**config.mk**
```make
export PLATFORM = sky130hd
export DESIGN_NAME = cond_branch_unit
export DESIGN_NICKNAME = d
export VERILOG_FILES = /design/src/rtl/cbr_pkg.sv /design/src/rtl/cbr_cond_eval.sv /design/src/rtl/cbr_target_calc.sv /design/src/rtl/cbr_cycle_counter.sv /design/src/rtl/cond_branch_unit.sv
export SDC_FILE = /design/constraint.sdc
export NUM_CORES = 1
export LEC_CHECK = 0
export ABC_AREA = 1
export BUFFER_PORTS_ARGS = -buffer_cell sky130_fd_sc_hd__buf_2
export CAP_MARGIN = 10
export CORE_MARGIN = 2
export CORE_UTILIZATION = 55
export DETAILED_ROUTE_END_ITERATION = 12
export PLACE_DENSITY = 0.86
export SETUP_SLACK_MARGIN = 0.15
export SYNTH_ARGS = -nofsm -noshare
export SYNTH_HDL_FRONTEND = slang
export SYNTH_SLANG_ARGS = --single-unit
```
**constraint.sdc**
```tcl
create_clock -name clk -period 3 [get_ports clk]
set_input_delay 0.15 -clock clk [delete_from_list [all_inputs] [get_ports clk]]
set_output_delay 0.15 -clock clk [all_outputs]
set_load 0.02 [all_outputs]
```
**src/rtl/cbr_pkg.sv**
```systemverilog
`timescale 1ns/1ps
package cbr_pkg;

    localparam int          IW        = 16;
    localparam int          OFS_W     = 8;
    localparam int          NUM_CC    = 8;
    localparam logic [4:0]  BR_PREFIX = 5'b11100;

    typedef struct packed {
        logic z;
        logic c;
        logic ov;
        logic n;
    } flags_t;

    typedef enum logic [2:0] {
        ST_X_Q1 = 3'b000,
        ST_X_Q2 = 3'b001,
        ST_X_Q3 = 3'b010,
        ST_X_Q4 = 3'b011,
        ST_B_Q1 = 3'b100,
        ST_B_Q2 = 3'b101,
        ST_B_Q3 = 3'b110,
        ST_B_Q4 = 3'b111
    } cbr_state_e;

    function automatic logic pick_flag(input flags_t f, input logic [1:0] sel);
        logic r;
        unique case (sel)
            2'b00:   r = f.z;
            2'b01:   r = f.c;
            2'b10:   r = f.ov;
            default: r = f.n;
        endcase
        return r;
    endfunction

endpackage

```
**src/rtl/cbr_cond_eval.sv**
```systemverilog
`timescale 1ns/1ps
module cbr_cond_eval
    import cbr_pkg::*;
(
    input  logic [IW-1:0] word,
    input  flags_t        flags,
    output logic          is_branch,
    output logic          cond_true
);

    logic [NUM_CC-1:0] hit;

    // one comparator per condition code; only the code in the word can hit
    for (genvar k = 0; k < NUM_CC; k++) begin : g_cc
        localparam logic [2:0] CC = 3'(k);
        assign hit[k] = (word[10:8] == CC) && (pick_flag(flags, CC[2:1]) ^ CC[0]);
    end

    assign is_branch = (word[IW-1:IW-5] == BR_PREFIX);
    assign cond_true = |hit;

endmodule

```
**src/rtl/cbr_target_calc.sv**
```systemverilog
`timescale 1ns/1ps
module cbr_target_calc
    import cbr_pkg::*;
#(
    parameter int PC_W = 21
) (
    input  logic [PC_W-1:0]  pc_cur,
    input  logic [OFS_W-1:0] ofs,
    output logic [PC_W-1:0]  seq_pc,
    output logic [PC_W-1:0]  tgt_pc
);

    localparam int EXT_W = PC_W - OFS_W - 1;

    logic [PC_W-1:0] ofs_bytes;

    // sign-extend the word offset and scale to bytes
    assign ofs_bytes = {{EXT_W{ofs[OFS_W-1]}}, ofs, 1'b0};
    assign seq_pc    = pc_cur + PC_W'(2);
    assign tgt_pc    = seq_pc + ofs_bytes;

endmodule

```
**src/rtl/cbr_cycle_counter.sv**
```systemverilog
`timescale 1ns/1ps
module cbr_cycle_counter #(
    parameter int CNT_W = 16
) (
    input  logic             clk,
    input  logic             rst,
    input  logic             inc,
    output logic [CNT_W-1:0] count
);

    always_ff @(posedge clk) begin
        if (rst)
            count <= '0;
        else if (inc)
            count <= count + 1'b1;
    end


    cnt_step_chk: assert property (@(posedge clk) disable iff (rst)
        inc |=> count == $past(count) + 1'b1);


    cnt_hold_chk: assert property (@(posedge clk) disable iff (rst)
        !inc |=> $stable(count));

endmodule

```
**src/rtl/cond_branch_unit.sv**
```systemverilog
`timescale 1ns/1ps
module cond_branch_unit
    import cbr_pkg::*;
#(
    parameter int PC_W  = 21,
    parameter int CNT_W = 16
) (
    input  logic             clk,
    input  logic             rst,
    input  logic             q_tick,
    input  logic [15:0]      instr,
    input  logic             flag_c,
    input  logic             flag_n,
    input  logic             flag_z,
    input  logic             flag_ov,
    output logic [PC_W-1:0]  pc,
    output logic             flush,
    output logic             bubble,
    output logic [1:0]       phase,
    output logic [CNT_W-1:0] cycle_cnt
);

    cbr_state_e        state, state_nxt;
    logic [IW-1:0]     ir;
    logic [OFS_W-1:0]  ofs_q;
    logic              taken_q;
    logic [PC_W-1:0]   tgt_q;
    logic [PC_W-1:0]   seq_pc, tgt_pc;
    logic              is_branch, cond_true;
    logic              cyc_end;
    flags_t            flags;

    assign flags = '{z: flag_z, c: flag_c, ov: flag_ov, n: flag_n};

    cbr_cond_eval u_cond (
        .word      (ir),
        .flags     (flags),
        .is_branch (is_branch),
        .cond_true (cond_true)
    );

    cbr_target_calc #(.PC_W(PC_W)) u_tgt (
        .pc_cur (pc),
        .ofs    (ofs_q),
        .seq_pc (seq_pc),
        .tgt_pc (tgt_pc)
    );

    assign cyc_end = q_tick && (state == ST_X_Q4 || state == ST_B_Q4);

    cbr_cycle_counter #(.CNT_W(CNT_W)) u_cnt (
        .clk   (clk),
        .rst   (rst),
        .inc   (cyc_end),
        .count (cycle_cnt)
    );

    // state register
    always_ff @(posedge clk) begin
        if (rst)
            state <= ST_X_Q1;
        else
            state <= state_nxt;
    end

    // next-state logic
    always_comb begin
        state_nxt = state;
        if (q_tick) begin
            unique case (state)
                ST_X_Q1: state_nxt = ST_X_Q2;
                ST_X_Q2: state_nxt = ST_X_Q3;
                ST_X_Q3: state_nxt = ST_X_Q4;
                ST_X_Q4: state_nxt = taken_q ? ST_B_Q1 : ST_X_Q1;
                ST_B_Q1: state_nxt = ST_B_Q2;
                ST_B_Q2: state_nxt = ST_B_Q3;
                ST_B_Q3: state_nxt = ST_B_Q4;
                ST_B_Q4: state_nxt = ST_X_Q1;
            endcase
        end
    end

    // phase-accurate datapath
    always_ff @(posedge clk) begin
        if (rst) begin
            ir      <= '0;
            ofs_q   <= '0;
            taken_q <= 1'b0;
            tgt_q   <= '0;
            pc      <= '0;
        end else if (q_tick) begin
            unique case (state)
                ST_X_Q1: ir      <= instr;
                ST_X_Q2: ofs_q   <= ir[OFS_W-1:0];
                ST_X_Q3: begin
                    taken_q <= is_branch && cond_true;
                    tgt_q   <= tgt_pc;
                end
                ST_X_Q4: pc      <= taken_q ? tgt_q : seq_pc;
                default: ;
            endcase
        end
    end

    // outputs
    always_comb begin
        unique case (state)
            ST_X_Q1: begin phase = 2'd0; bubble = 1'b0; flush = 1'b0;    end
            ST_X_Q2: begin phase = 2'd1; bubble = 1'b0; flush = 1'b0;    end
            ST_X_Q3: begin phase = 2'd2; bubble = 1'b0; flush = 1'b0;    end
            ST_X_Q4: begin phase = 2'd3; bubble = 1'b0; flush = taken_q; end
            ST_B_Q1: begin phase = 2'd0; bubble = 1'b1; flush = 1'b1;    end
            ST_B_Q2: begin phase = 2'd1; bubble = 1'b1; flush = 1'b1;    end
            ST_B_Q3: begin phase = 2'd2; bubble = 1'b1; flush = 1'b1;    end
            ST_B_Q4: begin phase = 2'd3; bubble = 1'b1; flush = 1'b1;    end
        endcase
    end


    phase_step_chk: assert property (@(posedge clk) disable iff (rst)
        q_tick |=> phase == $past(phase) + 2'd1);


    phase_hold_chk: assert property (@(posedge clk) disable iff (rst)
        !q_tick |=> $stable(phase) && $stable(pc));


    pc_write_q4_chk: assert property (@(posedge clk) disable iff (rst)
        !(q_tick && state == ST_X_Q4) |=> $stable(pc));


    flush_rise_chk: assert property (@(posedge clk) disable iff (rst)
        $rose(flush) |-> (phase == 2'd3 && !bubble));


    bubble_end_chk: assert property (@(posedge clk) disable iff (rst)
        $fell(bubble) |-> (phase == 2'd0 && !flush));


    nonbranch_chk: assert property (@(posedge clk) disable iff (rst)
        (q_tick && state == ST_X_Q3 && ir[IW-1:IW-5] != BR_PREFIX) |=> !flush);


    pc_even_chk: assert property (@(posedge clk) disable iff (rst)
        pc[0] == 1'b0);

endmodule

```
Word-level counts from Yosys, hierarchy flattened
Index checks and enable logic that the tools add are counted.

Flip-flop bits (word level): 86. Input bits: 23. Logic and storage cells: 60. Output and inout bits: 41.

Bitwise logic cells: 4. Equal/unequal tests: 15. $add $sub $neg: 3. Reduce and logical (&&, ||, !) cells: 25. Multiplexer cells: 6.

Operators with widths (count): 3-bit == test (second input constant) (8); 3-bit case mux with 8 select lines (1); 21-bit by 2-bit adder with 21-bit output (second input constant) (1); 21-bit adder (1); 21-bit 2-to-1 mux (1); 16-bit by 1-bit adder with 16-bit output (second input constant) (1); 3-bit by 2-bit == test with 1-bit output (second input constant) (4); 1-bit logical AND (10); 2-bit case mux with 4 select lines (1); 2-bit AND reduction (4); 2-bit OR reduction (4); 4-bit OR reduction (2); 8-bit OR reduction (1); 3-bit by 1-bit == test with 1-bit output (second input constant) (2); 3-bit zero test (2); 5-bit == test (second input constant) (1); 1-bit NOT (4); 3-bit 2-to-1 mux (1); 1-bit case mux with 3 select lines (1); 3-bit OR reduction (1); 1-bit case mux with 2 select lines (1); 1-bit logical OR (1).

Depth between registers and ports, before layout
Depth after elaboration: 4. Depth in mapped cells: 20. Depth with buffers taken out: 20.

By module
From an unflattened synthesis, not the netlist that was laid out.

Cells, all modules: 913. Area, all modules: 5795.6 µm².

By module, submodules not included: cond_branch_unit (area each 3233.1 µm², times used 1, seq. area each 1401.3 µm², cells each 481); cbr_target_calc (area each 1632.8 µm², times used 1, seq. area each 0.0 µm², cells each 287); cbr_cycle_counter (area each 847.1 µm², times used 1, seq. area each 320.3 µm², cells each 126); cbr_cond_eval (area each 82.6 µm², times used 1, seq. area each 0.0 µm², cells each 19).

Least setup slack after synthesis
Ideal clock, no wire load.

Kind: reg2reg. From: register pc[1]. To: register tgt_q[20]. Period minus slack after synthesis: 2.748 ns. Slack: 0.252 ns. Setup time: 0.109 ns. Arrival: 2.639 ns. Required time: 2.891 ns. Cell stages (with the launch flop): 20. Buffers on the path: 0. Path through: dfxtp_1 -> ha_1 -> nand4_1 -> nor2_1 -> nand2_1 -> nor2_2 -> nand4_1 -> and2_1 -> ha_1 -> nand2_1 -> inv_1 -> nand2_1 -> nor2_1 -> nand4_1 -> nand3_1 -> inv_1 -> nand2_1 -> nand3_1 -> nand2_1 -> inv_1.

Word-level cells in the longest chain between the ends: 2.

RTL lines: start: declaration (RTL line cond_branch_unit.sv:16) `output logic [PC_W-1:0] pc,`; start signal: assignment (RTL line cond_branch_unit.sv:99) `ST_X_Q4: pc <= taken_q ? tgt_q : seq_pc;`; 21-bit by 2-bit adder with 21-bit output (RTL line cbr_target_calc.sv:19) `assign seq_pc = pc_cur + PC_W'(2);`; 21-bit adder (RTL line cbr_target_calc.sv:20) `assign tgt_pc = seq_pc + ofs_bytes;`; end signal: assignment (RTL line cond_branch_unit.sv:97) `tgt_q <= tgt_pc;`; end: declaration (RTL line cond_branch_unit.sv:27) `logic [PC_W-1:0] tgt_q;`.

Every way passes these cells. A chain may end at the register's enable or synchronous reset.

Final worst setup path
From: register pc[2]. To: register tgt_q[14].

The elaborated chain is that of the path after synthesis.

==> impl_metrics.toml <==
[run_status]
outcome = "complete, but fails checks"
violations = "negative hold slack"

[global_routing]
antenna_found_initial = 0
track_usage_pct = 26.0
grt_pass1_vias = 4634
grt_overflow = 0
grt_max_degree = 46
grt_first_pass_wirelength_mm = 20.9

[yosys]
synth_edf_count = 0
avgSynthCellArea_um2 = 6.74
synthesis.nets = 800
synthTopCellsByArea = "dfxtp_1 (34%), nand2_1 (12%), nor2_1 (9.3%)"
ys_seq_area_share_pct = 33.9
synth_cell_types = 43
synth.largest_area_cell = "dfxtp_1"
synth-seq-cells = 86
async_flop_share_pct = 0
yosys_warnings = 0
netlist_area_um2 = 5080
synth_top_cells_by_count = "nand2_1 (158), nor2_1 (126), inv_1 (91)"
synth_flop_cell = "dfxtp_1"
synthCells = 754
yosysMostFrequentCell = "nand2_1"
netlist.area_leader.share_pct = 33.9

[routing]
num_vias = 5005
first_pass_iters = 5
routed_via_density = 5.29
drc = 0
routed_wl_mm = 12.7
wire_per_inst_um = 13.4
antenna_left = 0
drtIter0Drc = 257

[place]
place_area_um2 = 5500
dp_hpwl_mm = 8.68
place_ws_ns = 0.143
routabilityCongestion = 0.968
io_buffers = 63

[floorplanning]
core-area_um2 = 9110
num_rows = 35
die_width_um = 100
initial_core_util_pct = 55.8
die-area_um2 = 10000
io_pins = 64
die_h_um = 100

[clock_network]
root_buffer = "clkbuf_8"
clk_pin_slew_ns = 0.11
cts.htree.levels = 3
cts_made_buffers = 9
cts_buffer_depth = 2
insertion_delay_ns = 0.39
cts_sinks = 86
cts_tree = "yes"

[timing]
fin_skew_ns = 0.0193
fin_crit_sh_pct = 89.2
tns_ns = 0
maxSlewViolCount = 0
period_minus_slack_ns = 2.68
setup_viol = 0
hold_viol = 1
tightest_slew_ns = 0.993
max_freq_mhz = 374
rsz0062_at_grt = "true"
max-slew-margin-rel_pct = 33.7
hold_ws_ns = -0.00288
setup_slack_ns = 0.324

[worst_setup_path]
path_class = "flop to flop"
slowest_delay_ns = 0.38
crit_path_frequent_cell = "nand2_1"
reg2reg_depth = 18
path_max_fanout = 5
crit_path_end_kind = "flop"
crit_chain = "ha_4, nand4_1, nor2_2, buf_4, inv_2, nor2_1, xor2_1, ha_1, nand2_1, nand2_1, nor2_1, nand3_2, nand2_1, nand2_1, nand2_1, nand3_1, nand2_1, inv_1"
worst_ep_arrival_time_ns = 2.96
rrSetupSlack_ns = 0.32
cp-start-kind = "flop"
crit_required_ns = 3.28
cpMaxStageDelayCell = "dfxtp_4"

[power]
power_leakage_nw = 2.85
peakVddDrop_mv = 0.373
power_density_nw_per_um2 = 380

[worst_hold_path]
hold_path_depth = 3
hp-class = "input pin to flop"

[cells_and_area]
finish.instance_area_um2 = 5940
antenna_cells = 0
syn2layout_area_growth_pct = 16.8
layout-drive-gt1-share_pct = 18.2
finalNetCount = 876

[run]
cap_violations = 0
[stage by stage]
stage | hold slack, ns | instances | power, W | util, %
6_report | -0.00288 | 946 | 0.00225 | 65.2
4_1_cts | 0.000723 | 944 | 0.00226 | 63.9
3_5_place_dp | 0.376 | 916 | 0.00143 | 60.4
3_3_place_gp | 0.371 | 916 | 0.00142 | 60.4
2_1_floorplan | 0.285 | 754 | 0.00137 | -
5_1_grt | 0.00284 | 946 | 0.00235 | 65.2
[layout make-up]
| type | instances | area [um2] |
|---|---|---|
| clock buffer | 9 | 124 |
| multi-input combinational | 544 | 2960 |
| tap | 111 | 139 |
| sequential | 86 | 1730 |
| timing repair buffer | 87 | 526 |
| clock inverter | 7 | 75.1 |
| inverter | 102 | 383 |
| fill | 792 | 3170 |
[critical path: cells and delay by family, from the launching register on]
| family | cells | cell delay [ns] |
|---|---|---|
| simple gates | 12 | 1.30 |
| buf+inv | 3 | 0.20 |
| flops | 1 | 0.38 |
| xor+xnor | 1 | 0.22 |
| fa+ha+maj | 2 | 0.46 |
[layout by cell type, fill, tap and decap left out, types with 4 or more instances in the layout]
cell type      count
inv_2             12
nor2_1           123
a21oi_1           49
o21bai_1           5
xor2_1            18
dfxtp_2            4
o21ai_1            4
buf_2             63
nand3_1           29
clkbuf_8           9
buf_4             12
nor2_4             6
nand3_2            6
nand4_1            6
nor3_1             8
nand2_2            6
o21ai_0           53
a31oi_1           12
dfxtp_1           80
nor2_2             6
ha_1              18
nand2_1          155
dlygate4sd3_1     12
inv_1             90
xnor2_1            6
[report_power, final]
| part | internal [W] | switching [W] | leakage [nW] | total [W] |
|---|---|---|---|---|
| sequential | 0.00118 | 0.0000264 | 0.702 | 0.00121 |
| clock | 0.000329 | 0.000500 | 0.0985 | 0.000829 |
| combinational | 0.0000843 | 0.000133 | 2.05 | 0.000217 |
| total | 0.00159 | 0.000659 | 2.85 | 0.00225 |
[worst paths after layout]
check / start / to
setup / recovery: pc[2] / tgt_q[14]
hold / removal: instr[15] / ir[15]
setup reg to reg: pc[2] / tgt_q[14]
hold reg to reg: tgt_q[11] / pc[11]
[metal layers]
layer  GRT usage (%)  routed length, um  up-vias
li1                -                  -     2567
met1            33.6               5680     2267
met2            43.1               5980      145
met3            5.85                764       26
met4            8.75                281        0
met5               0                  0        -
[sequential cells by signal (all words and copies together) (netlist names)]
register	count
ir	16
state	3
ofs_q	8
tgt_q	21
u_cnt.count	16
taken_q	1
pc	21
[kinds of logic (layout without fill, tap and decap cells)]
logic type | Yosys count | after routing | share of synthesized area, %
AO/OA/AOI/OAI | 140 | 140 | 15.3
adder cells (fa/ha/maj) | 23 | 23 | 5.81
AND/OR/NAND/NOR | 357 | 357 | 31.1
buffers and inverters | 124 | 205 | 9.80
flip-flops | 86 | 86 | 33.9
XOR/XNOR | 24 | 24 | 4.13
[repair_timing]
item	in CTS	in global routing
gates cloned	0	0
hold buffers	12	0
setup endpoints to repair	2	12
endpoints found under the hold margin	12	0
gates resized for setup	1	29
pin swaps	1	6
setup buffers	0	2
Note: power is estimated with default switching activity, not from simulation.
